## src/rtl/can_irq_pkg.sv

```systemverilog
package can_irq_pkg;

  localparam int ADDR_W = 3;
  localparam int DATA_W = 32;
  localparam int NBERR  = 6;

  typedef enum logic [ADDR_W-1:0] {
    RA_ESTAT = 3'd0,
    RA_GMASK = 3'd1,
    RA_MMASK = 3'd2,
    RA_MLVL  = 3'd3,
    RA_FLAG0 = 3'd4,
    RA_FLAG1 = 3'd5
  } reg_addr_e;

  // error-status field positions
  localparam int ES_WARN  = 16;
  localparam int ES_PASS  = 17;
  localparam int ES_BOFF  = 18;
  localparam int ES_BE_LO = 19;
  localparam int ES_TOP   = 24;

  // flag word positions
  localparam int FL_SYS_LO = 8;
  localparam int FL_SYS_HI = 10;
  localparam int FL_MBX    = 15;

  // global mask positions
  localparam int GM_EN0  = 0;
  localparam int GM_EN1  = 1;
  localparam int GM_SYS1 = 2;

  typedef struct packed {
    logic boff;
    logic pass;
    logic warn;
  } sys_evt_t;

endpackage

```

## src/rtl/can_irq_err_track.sv

```systemverilog
module can_irq_err_track
  import can_irq_pkg::*;
#(
  parameter int CW       = 9,
  parameter int WARN_LIM = 96,
  parameter int PASS_LIM = 127,
  parameter int BOFF_LIM = 255
) (
  input  logic                     clk,
  input  logic                     rst,
  input  logic [CW-1:0]            tec,
  input  logic [CW-1:0]            rec,
  input  logic [NBERR-1:0]         bus_err,
  input  logic                     clr_we,
  input  logic [ES_TOP-ES_WARN:0]  clr_bits,
  output logic [ES_TOP-ES_WARN:0]  est,
  output sys_evt_t                 sys_evt
);

  localparam int EW = ES_TOP - ES_WARN + 1;

  logic [CW-1:0] cnt_max;
  sys_evt_t      cond, cond_q;
  logic [EW-1:0] est_q, set_v, clr_v;

  assign cnt_max = (tec > rec) ? tec : rec;

  always_comb begin
    cond.warn = cnt_max > CW'(WARN_LIM);
    cond.pass = cnt_max > CW'(PASS_LIM);
    cond.boff = tec > CW'(BOFF_LIM);
  end

  assign sys_evt = cond & ~cond_q;
  assign set_v   = {bus_err, sys_evt.boff, sys_evt.pass, sys_evt.warn};
  assign clr_v   = clr_we ? clr_bits : '0;

  always_ff @(posedge clk) begin
    if (rst) begin
      cond_q <= '0;
      est_q  <= '0;
    end else begin
      cond_q <= cond;
      est_q  <= (est_q & ~clr_v) | set_v;
    end
  end

  assign est = est_q;

endmodule

```

## src/rtl/can_irq_mbx_route.sv

```systemverilog
module can_irq_mbx_route #(
  parameter int NMBX = 32,
  parameter int IW   = 5
) (
  input  logic                 clk,
  input  logic                 rst,
  input  logic [NMBX-1:0]      mbx_evt,
  input  logic [NMBX-1:0]      mmask,
  input  logic [NMBX-1:0]      mlvl,
  input  logic [1:0]           clr_line,
  output logic [NMBX-1:0]      pend,
  output logic [1:0]           hit,
  output logic [1:0][IW-1:0]   idx
);

  logic [NMBX-1:0] pend_q, clr_mask;

  assign clr_mask = ({NMBX{clr_line[1]}} & mlvl) | ({NMBX{clr_line[0]}} & ~mlvl);

  always_ff @(posedge clk) begin
    if (rst) pend_q <= '0;
    else     pend_q <= (pend_q & ~clr_mask) | (mbx_evt & mmask);
  end

  assign pend = pend_q;

  for (genvar l = 0; l < 2; l++) begin : g_line
    logic [NMBX-1:0] lp;
    assign lp = (l == 1) ? (pend_q & mlvl) : (pend_q & ~mlvl);
    assign hit[l] = |lp;
    always_comb begin
      idx[l] = '0;
      for (int i = 0; i < NMBX; i++)
        if (lp[i]) idx[l] = IW'(i);
    end
  end

endmodule

```

## src/rtl/can_irq_line.sv

```systemverilog
module can_irq_line
  import can_irq_pkg::*;
#(
  parameter int LINE = 0,
  parameter int IW   = 5
) (
  input  logic                clk,
  input  logic                rst,
  input  sys_evt_t            sys_evt,
  input  logic                sys_sel,
  input  logic [2:0]          sys_en,
  input  logic                line_en,
  input  logic                mbx_hit,
  input  logic [IW-1:0]       mbx_idx,
  input  logic                clr_we,
  input  logic [2:0]          clr_sys,
  output logic [DATA_W-1:0]   flag,
  output logic                irq
);

  logic [2:0] sysf_q, set_v, clr_v;
  logic       irq_q;

  assign set_v = (sys_sel == 1'(LINE)) ? sys_evt : 3'b000;
  assign clr_v = clr_we ? clr_sys : 3'b000;

  always_ff @(posedge clk) begin
    if (rst) begin
      sysf_q <= '0;
      irq_q  <= 1'b0;
    end else begin
      sysf_q <= (sysf_q & ~clr_v) | set_v;
      irq_q  <= line_en & (mbx_hit | (|(sysf_q & sys_en)));
    end
  end

  always_comb begin
    flag = '0;
    flag[FL_SYS_HI:FL_SYS_LO] = sysf_q;
    flag[FL_MBX] = mbx_hit;
    if (mbx_hit) flag[IW-1:0] = mbx_idx;
  end

  assign irq = irq_q;

endmodule

```

## src/rtl/can_irq_unit.sv

```systemverilog
module can_irq_unit
  import can_irq_pkg::*;
#(
  parameter int NMBX = 32,
  parameter int CW   = 9
) (
  input  logic              clk,
  input  logic              rst,
  input  logic [NMBX-1:0]   mbx_evt,
  input  logic [CW-1:0]     tec,
  input  logic [CW-1:0]     rec,
  input  logic [5:0]        bus_err,
  input  logic              reg_we,
  input  logic [2:0]        reg_addr,
  input  logic [31:0]       reg_wdata,
  output logic [31:0]       reg_rdata,
  output logic              irq0,
  output logic              irq1
);

  localparam int IW = (NMBX > 1) ? $clog2(NMBX) : 1;
  localparam int EW = ES_TOP - ES_WARN + 1;

  logic [2:0]        gm_line_q;   // en0, en1, sys-to-line1
  logic [2:0]        gm_sys_q;    // enables for flag bits 10:8
  logic [NMBX-1:0]   mmask_q, mlvl_q, pend_w;
  logic [EW-1:0]     est_w;
  sys_evt_t          sys_evt_w;
  logic [1:0]        hit_w, irq_w, flag_we;
  logic [1:0][IW-1:0] idx_w;
  logic [1:0][31:0]  flag_w;
  logic [31:0]       estat_w, rd_mux;
  logic              we_estat;

  assign we_estat   = reg_we && (reg_addr == RA_ESTAT);
  assign flag_we[0] = reg_we && (reg_addr == RA_FLAG0);
  assign flag_we[1] = reg_we && (reg_addr == RA_FLAG1);

  always_ff @(posedge clk) begin
    if (rst) begin
      gm_line_q <= '0;
      gm_sys_q  <= '0;
      mmask_q   <= '0;
      mlvl_q    <= '0;
    end else if (reg_we) begin
      case (reg_addr)
        RA_GMASK: begin
          gm_line_q <= reg_wdata[2:0];
          gm_sys_q  <= reg_wdata[FL_SYS_HI:FL_SYS_LO];
        end
        RA_MMASK: mmask_q <= reg_wdata[NMBX-1:0];
        RA_MLVL:  mlvl_q  <= reg_wdata[NMBX-1:0];
        default: ;
      endcase
    end
  end

  can_irq_err_track #(.CW(CW)) u_err (
    .clk      (clk),
    .rst      (rst),
    .tec      (tec),
    .rec      (rec),
    .bus_err  (bus_err),
    .clr_we   (we_estat),
    .clr_bits (reg_wdata[ES_TOP:ES_WARN]),
    .est      (est_w),
    .sys_evt  (sys_evt_w)
  );

  can_irq_mbx_route #(.NMBX(NMBX), .IW(IW)) u_mbx (
    .clk      (clk),
    .rst      (rst),
    .mbx_evt  (mbx_evt),
    .mmask    (mmask_q),
    .mlvl     (mlvl_q),
    .clr_line (flag_we & {2{reg_wdata[FL_MBX]}}),
    .pend     (pend_w),
    .hit      (hit_w),
    .idx      (idx_w)
  );

  for (genvar l = 0; l < 2; l++) begin : g_ln
    can_irq_line #(.LINE(l), .IW(IW)) u_line (
      .clk     (clk),
      .rst     (rst),
      .sys_evt (sys_evt_w),
      .sys_sel (gm_line_q[GM_SYS1]),
      .sys_en  (gm_sys_q),
      .line_en (gm_line_q[l]),
      .mbx_hit (hit_w[l]),
      .mbx_idx (idx_w[l]),
      .clr_we  (flag_we[l]),
      .clr_sys (reg_wdata[FL_SYS_HI:FL_SYS_LO]),
      .flag    (flag_w[l]),
      .irq     (irq_w[l])
    );
  end

  always_comb begin
    estat_w = '0;
    estat_w[ES_TOP:ES_WARN] = est_w;
  end

  always_comb begin
    rd_mux = '0;
    case (reg_addr)
      RA_ESTAT: rd_mux = estat_w;
      RA_GMASK: begin
        rd_mux[2:0] = gm_line_q;
        rd_mux[FL_SYS_HI:FL_SYS_LO] = gm_sys_q;
      end
      RA_MMASK: rd_mux[NMBX-1:0] = mmask_q;
      RA_MLVL:  rd_mux[NMBX-1:0] = mlvl_q;
      RA_FLAG0: rd_mux = flag_w[0];
      RA_FLAG1: rd_mux = flag_w[1];
      default:  rd_mux = '0;
    endcase
  end

  always_ff @(posedge clk) begin
    if (rst) reg_rdata <= '0;
    else     reg_rdata <= rd_mux;
  end

  assign irq0 = irq_w[0];
  assign irq1 = irq_w[1];

endmodule

```

## config.mk

```make
export PLATFORM = sky130hd
export DESIGN_NAME = can_irq_unit
export DESIGN_NICKNAME = d
export VERILOG_FILES = /design/src/rtl/can_irq_pkg.sv /design/src/rtl/can_irq_err_track.sv /design/src/rtl/can_irq_mbx_route.sv /design/src/rtl/can_irq_line.sv /design/src/rtl/can_irq_unit.sv
export SDC_FILE = /design/constraint.sdc
export NUM_CORES = 1
export LEC_CHECK = 0
export BUFFER_PORTS_ARGS = -buffer_cell sky130_fd_sc_hd__buf_2
export CORE_MARGIN = 3
export CORE_UTILIZATION = 25
export CTS_BUF_LIST = sky130_fd_sc_hd__clkbuf_8
export CTS_CLUSTER_DIAMETER = 40
export CTS_CLUSTER_SIZE = 28
export DETAILED_ROUTE_END_ITERATION = 10
export PLACE_DENSITY = 0.51
export SKIP_LAST_GASP = 1
export SLEW_MARGIN = 10
export SYNTH_ARGS = -nofsm -noshare
export SYNTH_HDL_FRONTEND = slang
export SYNTH_HIERARCHICAL = 1
export SYNTH_SLANG_ARGS = --single-unit
```

## constraint.sdc

```tcl
create_clock -name clk -period 2.2 [get_ports clk]
set_clock_uncertainty 0.1 [all_clocks]
set_input_delay 0.44 -clock clk [delete_from_list [all_inputs] [get_ports clk]]
set_output_delay 0.44 -clock clk [all_outputs]
set_load 0.005 [all_outputs]
```

==> key figures, run 1 <==
Critical path
  – Worst setup EP type: flip-flop
  – Worst-path fanout max: 5
  – Worst Path Arrival: 2.60 ns
  – Setup Crit Path Kind: reg2reg
  – Startpoint Class: flip-flop
  – Req. time, crit path: 2.46 ns

Place
  – Gp weighted congestion: 0.868
  – # port buffers: 127
  – Post-DP HPWL: 21200 µm
  – Placed inst area: 10400 µm²

Routing
  – WL final: 28100 µm
  – Routed Antenna Nets: 0
  – Drt first pass iters: 5
  – Vias/cell: 4.61
  – Residual DRC count: 0
  – Initial DRC Count: 351
  – Drt wl/cell: 16.4 µm
  – Vias: 7909

Timing
  – Setup WS post-layout: -0.147 ns
  – Worst-Margin Slew: 0.514 ns
  – Period utilisation layout: 107%
  – Post-route setup TNS: -0.424 ns
  – Achievable frequency: 426 MHz
  – RSZ-0062 raised after global routing: yes
  – Hold Slack: 0.0762 ns
  – Setup violators final: 6
  – Max-Slew Margin vs Limit: 65.7%
  – Final-report max-slew violation count: 0
  – Fin. Hold Viols: 0
  – Fin crit period: 2.35 ns

Power
  – Clock power frac: 38.2%
  – Sw Ratio: 27.3%
  – Leak: 4.53 nW
  – Switching power: 1.68 mW
  – IR drop worst, VDD: 0.324 mV
  – Combinational power share: 14.4%
  – Pwr/cell area: 562 nW/µm²
  – Power Total: 6.14 mW
  – Internal power: 4.47 mW
  – Register share of total power: 47.4%

CTS
  – Clk Latency, worst-skew pair: 0.48 ns
  – CTS tree: yes
  – Root Driver: clkbuf_8
  – Clk buf depth: 2
  – Total clock sinks: 154
  – H-tree depth: 4
  – Num CTS Buffers: 17
  – Reg clk slew, reported paths: 0.09 ns
  – CTS Hold Buffers Added: 0

Final layout
  – # nets final: 1363
  – Most frequent cells in the layout: 184 x nand2_1, 147 x dfxtp_1, 145 x buf_4, 125 x buf_2, 102 x a21oi_1
  – Commonest non-fill, non-tap cell in the layout: nand2_1
  – Area growth, synth to finish: 29.4%
  – Fin area: 10900 µm²
  – Layout cell share with drive strength beyond 1: 29.1%

Logic synthesis
  – Synth warnings: 6
  – Async SR Flop Fraction: 0%
  – Synth Flop Type: dfxtp_1
  – Mapped Avg Cell Area: 8.29 µm²
  – EDFF count, synth: 0
  – Sequential cell area fraction in the yosys report: 36.5%
  – Yosys top cell area share: 36.5%
  – Synth cell types: 76
  – Post-Syn Area: 8450 µm²
  – Mapped Cells: 1019
  – Synth area leaders: dfxtp_1 36%, mux2i_1 8.8%, nand2_1 8.2%
  – Synth area leader: dfxtp_1
  – FF+latch count, synth: 154

Floorplan
  – Row Count: 66
  – Die Wd: 190 µm
  – Die Height: 190 µm
  – Num ports: 128
  – Die area: 36000 µm²
  – Core Area: 32900 µm²
  – Initial core utilization: 25.6%

Run status
  – Status: finished with violations
  – Failing checks: negative setup slack

Global route
  – Overflow after GRT: 0
  – Tot GR Track Use: 15.7%
  – Largest net degree at the start of global routing: 54
  – First-pass GRT wire length: 44200 µm
  – Initial antenna violation count: 4
  – Vias in the first global route: 7949

Worst hold path
  – Hold WC Path Type: in2reg

Flow run
  – Max-cap violations: 0
[routing by layer]
layer,vias up,GRT usage [%],share of wire (%)
met5,-,0,0.092
met3,33,3.48,4.7
met2,171,26.1,46
li1,4000,-,-
met4,6,4.24,1.6
met1,3699,20.7,47
[repair_timing]
action,in CTS,in global routing
setup endpoints to repair,7,7
buffers inserted,2,2
gates resized for setup,14,5
pin swaps,7,2
[area by class of cell]
| cell class | count | area (µm²) |
|---|---|---|
| fill | 3491 | 22000 |
| clock buffer | 19 | 262 |
| antenna | 1 | 2.50 |
| sequential | 154 | 3090 |
| clock inverter | 13 | 168 |
| inverter | 18 | 67.6 |
| timing repair buffer | 280 | 1910 |
| tap | 442 | 553 |
| multi-input combinational | 789 | 4890 |
[logic make-up after synthesis]
family	share of synthesized area, %
and+or+nand+nor	21.4
AOI/OAI and AO/OA	21.0
muxes	10.9
DFF	36.5
adders and majority gates	1.33
buffers and inverters	8.78
other	0.0889
[worst max-delay path: stages (launching register included)]
cell and delay (ns):
dfxtp_2 0.34, nor2b_4 0.13, nor4_4 0.28, nand4_1 0.14
or3_4 0.35, or2_4 0.28, and2_1 0.13, mux2_2 0.26
a21oi_2 0.14, a21oi_1 0.07
[through the flow]
stage,setup WS [ns],instances,utilization [%]
finish,-0.147,1716,33.2
CTS,-0.150,1713,33.1
global placement,-0.247,1679,31.6
global route,-0.211,1716,33.2
detailed placement,-0.317,1679,31.6
floorplan,0.00213,1063,-
[registers in the layout (all words and copies together) (netlist names)]
signal	cells
mlvl_q	32
mmask_q	32
reg_rdata	32
u_mbx/pend	32
u_err/est	9
g_ln.u_line/sysf_q	6
gm_line_q	3
gm_sys_q	3
u_err/cond_q	3
g_ln.u_line/irq	2
[synthesized netlist by cell type (4+ instances only)]
library cell / number
buf_6: 7
o22a_1: 15
o22ai_1: 6
mux2i_1: 74
and2b_1: 4
o211ai_1: 4
nand2b_1: 23
inv_1: 17
a22o_1: 5
a211oi_1: 4
a21oi_1: 106
a22oi_1: 62
nand4_1: 4
a31oi_1: 6
clkbuf_1: 22
mux2_2: 16
buf_2: 14
a221oi_1: 6
ha_1: 9
dfxtp_1: 154
o21ai_0: 12
nand3_1: 14
buf_4: 58
nand2_1: 184
and2_1: 12
nor2b_1: 21
a21bo_1: 6
nor2_1: 81
nor3_1: 4
a2111oi_0: 4
[path summary, 6_finish.rpt]
kind,from,endpoint,slack (ns),cells past startpoint
setup / recovery,u_mbx/pend[19]$_SDFF_PP0_,reg_rdata[1]$_SDFF_PP0_,-0.15,9
hold / removal,bus_err[1],u_err/est[4]$_SDFF_PP0_,0.08,3
setup reg to reg,u_mbx/pend[19]$_SDFF_PP0_,reg_rdata[1]$_SDFF_PP0_,-0.15,9
hold reg to reg,u_err/est[1]$_SDFF_PP0_,u_err/est[1]$_SDFF_PP0_,0.37,2
[power groups by stage]
stage	registers, mW	logic, mW	clock network, mW
final	2.91	0.885	2.35
after CTS	2.91	0.885	2.43
after global routing	2.92	0.982	2.53
after global placement	2.97	0.849	0
after detailed placement	2.98	0.857	0
after floorplan	2.97	0.522	0
Power figures use the tool's default switching activity.
==> inputs of run 2 (changes only) <==
--- a/config.mk
+++ b/config.mk
@@ -7,12 +7,12 @@
 export LEC_CHECK = 0
 export BUFFER_PORTS_ARGS = -buffer_cell sky130_fd_sc_hd__buf_2
 export CORE_MARGIN = 3
-export CORE_UTILIZATION = 25
+export CORE_UTILIZATION = 44
 export CTS_BUF_LIST = sky130_fd_sc_hd__clkbuf_8
 export CTS_CLUSTER_DIAMETER = 40
 export CTS_CLUSTER_SIZE = 28
 export DETAILED_ROUTE_END_ITERATION = 10
-export PLACE_DENSITY = 0.51
+export PLACE_DENSITY = 0.75
 export SKIP_LAST_GASP = 1
 export SLEW_MARGIN = 10
 export SYNTH_ARGS = -nofsm -noshare
==> run 2 against run 1 <==
  * Wire length shrank 13%
  * The flow still finishes with violations (negative setup slack)
  * Count of clock-buffer cells in the layout shrank 2
  * Clock power is essentially flat
  * Utilization grew 23 points
  * Non-clock buffer count shrank 8
  * Highest routed layer is now met4
  * Register-to-register slack is essentially flat
  * Sequential share of layout area grew 1.0 points
==> key figures, run 2 (synthesized netlist as in run 1, its figures left out) <==
Run status
  – Status: finished with violations
  – Failing checks: negative setup slack

Critical path
  – Worst setup EP type: flip-flop
  – Crit-path slowest cell: or3_4
  – Top delay family on crit path: simple AND/OR/NAND/NOR gates
  – Worst-path fanout max: 5
  – Startpoint Class: flip-flop
  – Req. time, crit path: 2.46 ns
  – R2R Setup Slk: -0.16 ns
  – R2R depth: 9
  – CP cell instances: nor2b_4 -> nor4_4 -> nand4_1 -> or3_4 -> or2_4 -> and2_1 -> mux2_2 -> a21oi_1 -> a21oi_1
  – Crit-path max cell delay: 0.35 ns
  – Worst Path Arrival: 2.61 ns
  – FF-to-FF End: reg_rdata[1]$_SDFF_PP0_
  – WP buf/inv: 0
  – Top cell by count, worst path: a21oi_1
  – Reg2reg start: u_mbx/pend[18]$_SDFF_PP0_
  – Setup Crit Path Kind: reg2reg

Timing
  – RSZ-0062 raised after global routing: yes
  – Max-Slew Margin vs Limit: 39.0%
  – Period utilisation layout: 107%
  – Setup violators final: 6
  – Fin. Hold Viols: 0
  – Final-report max-slew violation count: 0
  – Setup WS post-layout: -0.156 ns
  – Worst-Margin Slew: 0.905 ns
  – Fin crit period: 2.36 ns
  – Hold Slack: 0.0718 ns
  – Achievable frequency: 424 MHz

Worst hold path
  – Hold Crit Start: bus_err[4]
  – Hold EP: u_err/est[7]$_SDFF_PP0_
  – Hold depth: 3
  – Hold WC Path Type: in2reg

Place
  – Gp weighted congestion: 0.914
  – # port buffers: 127
  – Post-DP HPWL: 18000 µm
  – Placed inst area: 10000 µm²
  – Placed cell count: 1464

Final layout
  – Layout cell share with drive strength beyond 1: 28.7%
  – FF+latch area: 3090 µm²
  – Layout Utilization: 56.3%
  – Final-layout fill cell count: 1708
  – ANT cells: 0
  – Multi-input logic area: 4880 µm²
  – # nets final: 1355
  – Commonest non-fill, non-tap cell in the layout: nand2_1
  – Fin area: 10600 µm²
  – Final Non-Filler Cells: 1499
  – Area growth, synth to finish: 25.1%
  – Most frequent cells in the layout: 184 x nand2_1, 145 x dfxtp_1, 140 x buf_4, 126 x buf_2, 104 x a21oi_1

Routing
  – WL final: 24500 µm
  – Residual DRC count: 0
  – Drt first pass iters: 5
  – Drt wl/cell: 16.4 µm
  – Routed Antenna Nets: 0
  – Vias/cell: 5.46
  – Vias: 8185
  – Initial DRC Count: 610

Global route
  – Largest net degree at the start of global routing: 51
  – First-pass GRT wire length: 39200 µm
  – Tot GR Track Use: 23.5%
  – Initial antenna violation count: 0
  – Overflow after GRT: 0
  – Vias in the first global route: 7834

Floorplan
  – Row Count: 50
  – Die area: 20900 µm²
  – Core Area: 18800 µm²
  – Initial core utilization: 45.0%
  – Die Wd: 145 µm
  – Num ports: 128
  – Die Height: 145 µm

CTS
  – Clk Latency, worst-skew pair: 0.48 ns
  – Reg clk slew, reported paths: 0.09 ns
  – Root Driver: clkbuf_8
  – Total clock sinks: 154
  – H-tree depth: 4
  – Clk buf depth: 2
  – CTS tree: yes
  – Num CTS Buffers: 17

Power
  – Pwr/cell area: 581 nW/µm²
  – IR drop worst, VDD: 0.294 mV
  – Leak: 4.47 nW

Flow run
  – Max-cap violations: 0
run 2: timing repair:
action,CTS,global route
setup endpoints to repair,5,7
gates resized for setup,10,8
pin swaps,0,2
buffers inserted,2,1
hold buffers,0,0
run 2: worst max path at each step:
| stage | startpoint | slack, ns | end | cells past startpoint |
|---|---|---|---|---|
| 2_1_floorplan | u_mbx/pend[18]$_SDFF_PP0_ | 0.002 | reg_rdata[1]$_SDFF_PP0_ | 9 |
| 3_3_place_gp | rec[6] | -0.18 | g_ln[0].u_line/sysf_q[0]$_SDFF_PP0_ | 10 |
| 3_5_place_dp | rec[6] | -0.26 | g_ln[0].u_line/sysf_q[0]$_SDFF_PP0_ | 10 |
| 4_1_cts | mlvl_q[3]$_SDFFE_PP0P_ | -0.13 | reg_rdata[1]$_SDFF_PP0_ | 10 |
| 5_1_grt | u_mbx/pend[17]$_SDFF_PP0_ | -0.24 | reg_rdata[1]$_SDFF_PP0_ | 9 |
| 6_report | u_mbx/pend[18]$_SDFF_PP0_ | -0.16 | reg_rdata[1]$_SDFF_PP0_ | 9 |
run 2: layout make-up:
class                      count  share of cell area [%]
clock buffer                  17                    2.21
clock inverter                15                    1.93
inverter                      18                   0.639
multi-input combinational    789                    46.1
sequential                   154                    29.3
tap                          234                    2.77
timing repair buffer         272                    17.0
run 2: power breakdown:
group,internal (mW),switching [mW],leakage (nW)
sequential,2.86,0.0495,1.25
clock,1.16,1.22,0.217
combinational,0.398,0.456,3.00
run 2: tightest hold or removal path, delay by kind of cell:
kind	cells	cell delay [ns]
buffers and inverters	1	0.08
and+or+nand+nor	1	0.07
AOI/OAI and AO/OA	1	0.03
run 2: metrics by stage:
| stage | power [mW] | setup slack (ns) | setup TNS (ns) |
|---|---|---|---|
| floorplan | 3.49 | 0.00213 | 0 |
| global placement | 3.78 | -0.178 | -0.936 |
| detailed placement | 3.79 | -0.260 | -1.45 |
| CTS | 6.16 | -0.133 | -0.242 |
| global route | 6.37 | -0.243 | -0.992 |
| finish | 6.15 | -0.156 | -0.344 |
run 2: metal layers:
| layer | vias to the layer above | wire length [µm] | GRT usage, % |
|---|---|---|---|
| met5 | - | 0 | 0 |
| met4 | 0 | 646 | 9.33 |
| met3 | 50 | 1480 | 4.56 |
| met2 | 292 | 11600 | 39.0 |
| met1 | 3849 | 10800 | 30.2 |
| li1 | 3994 | - | - |
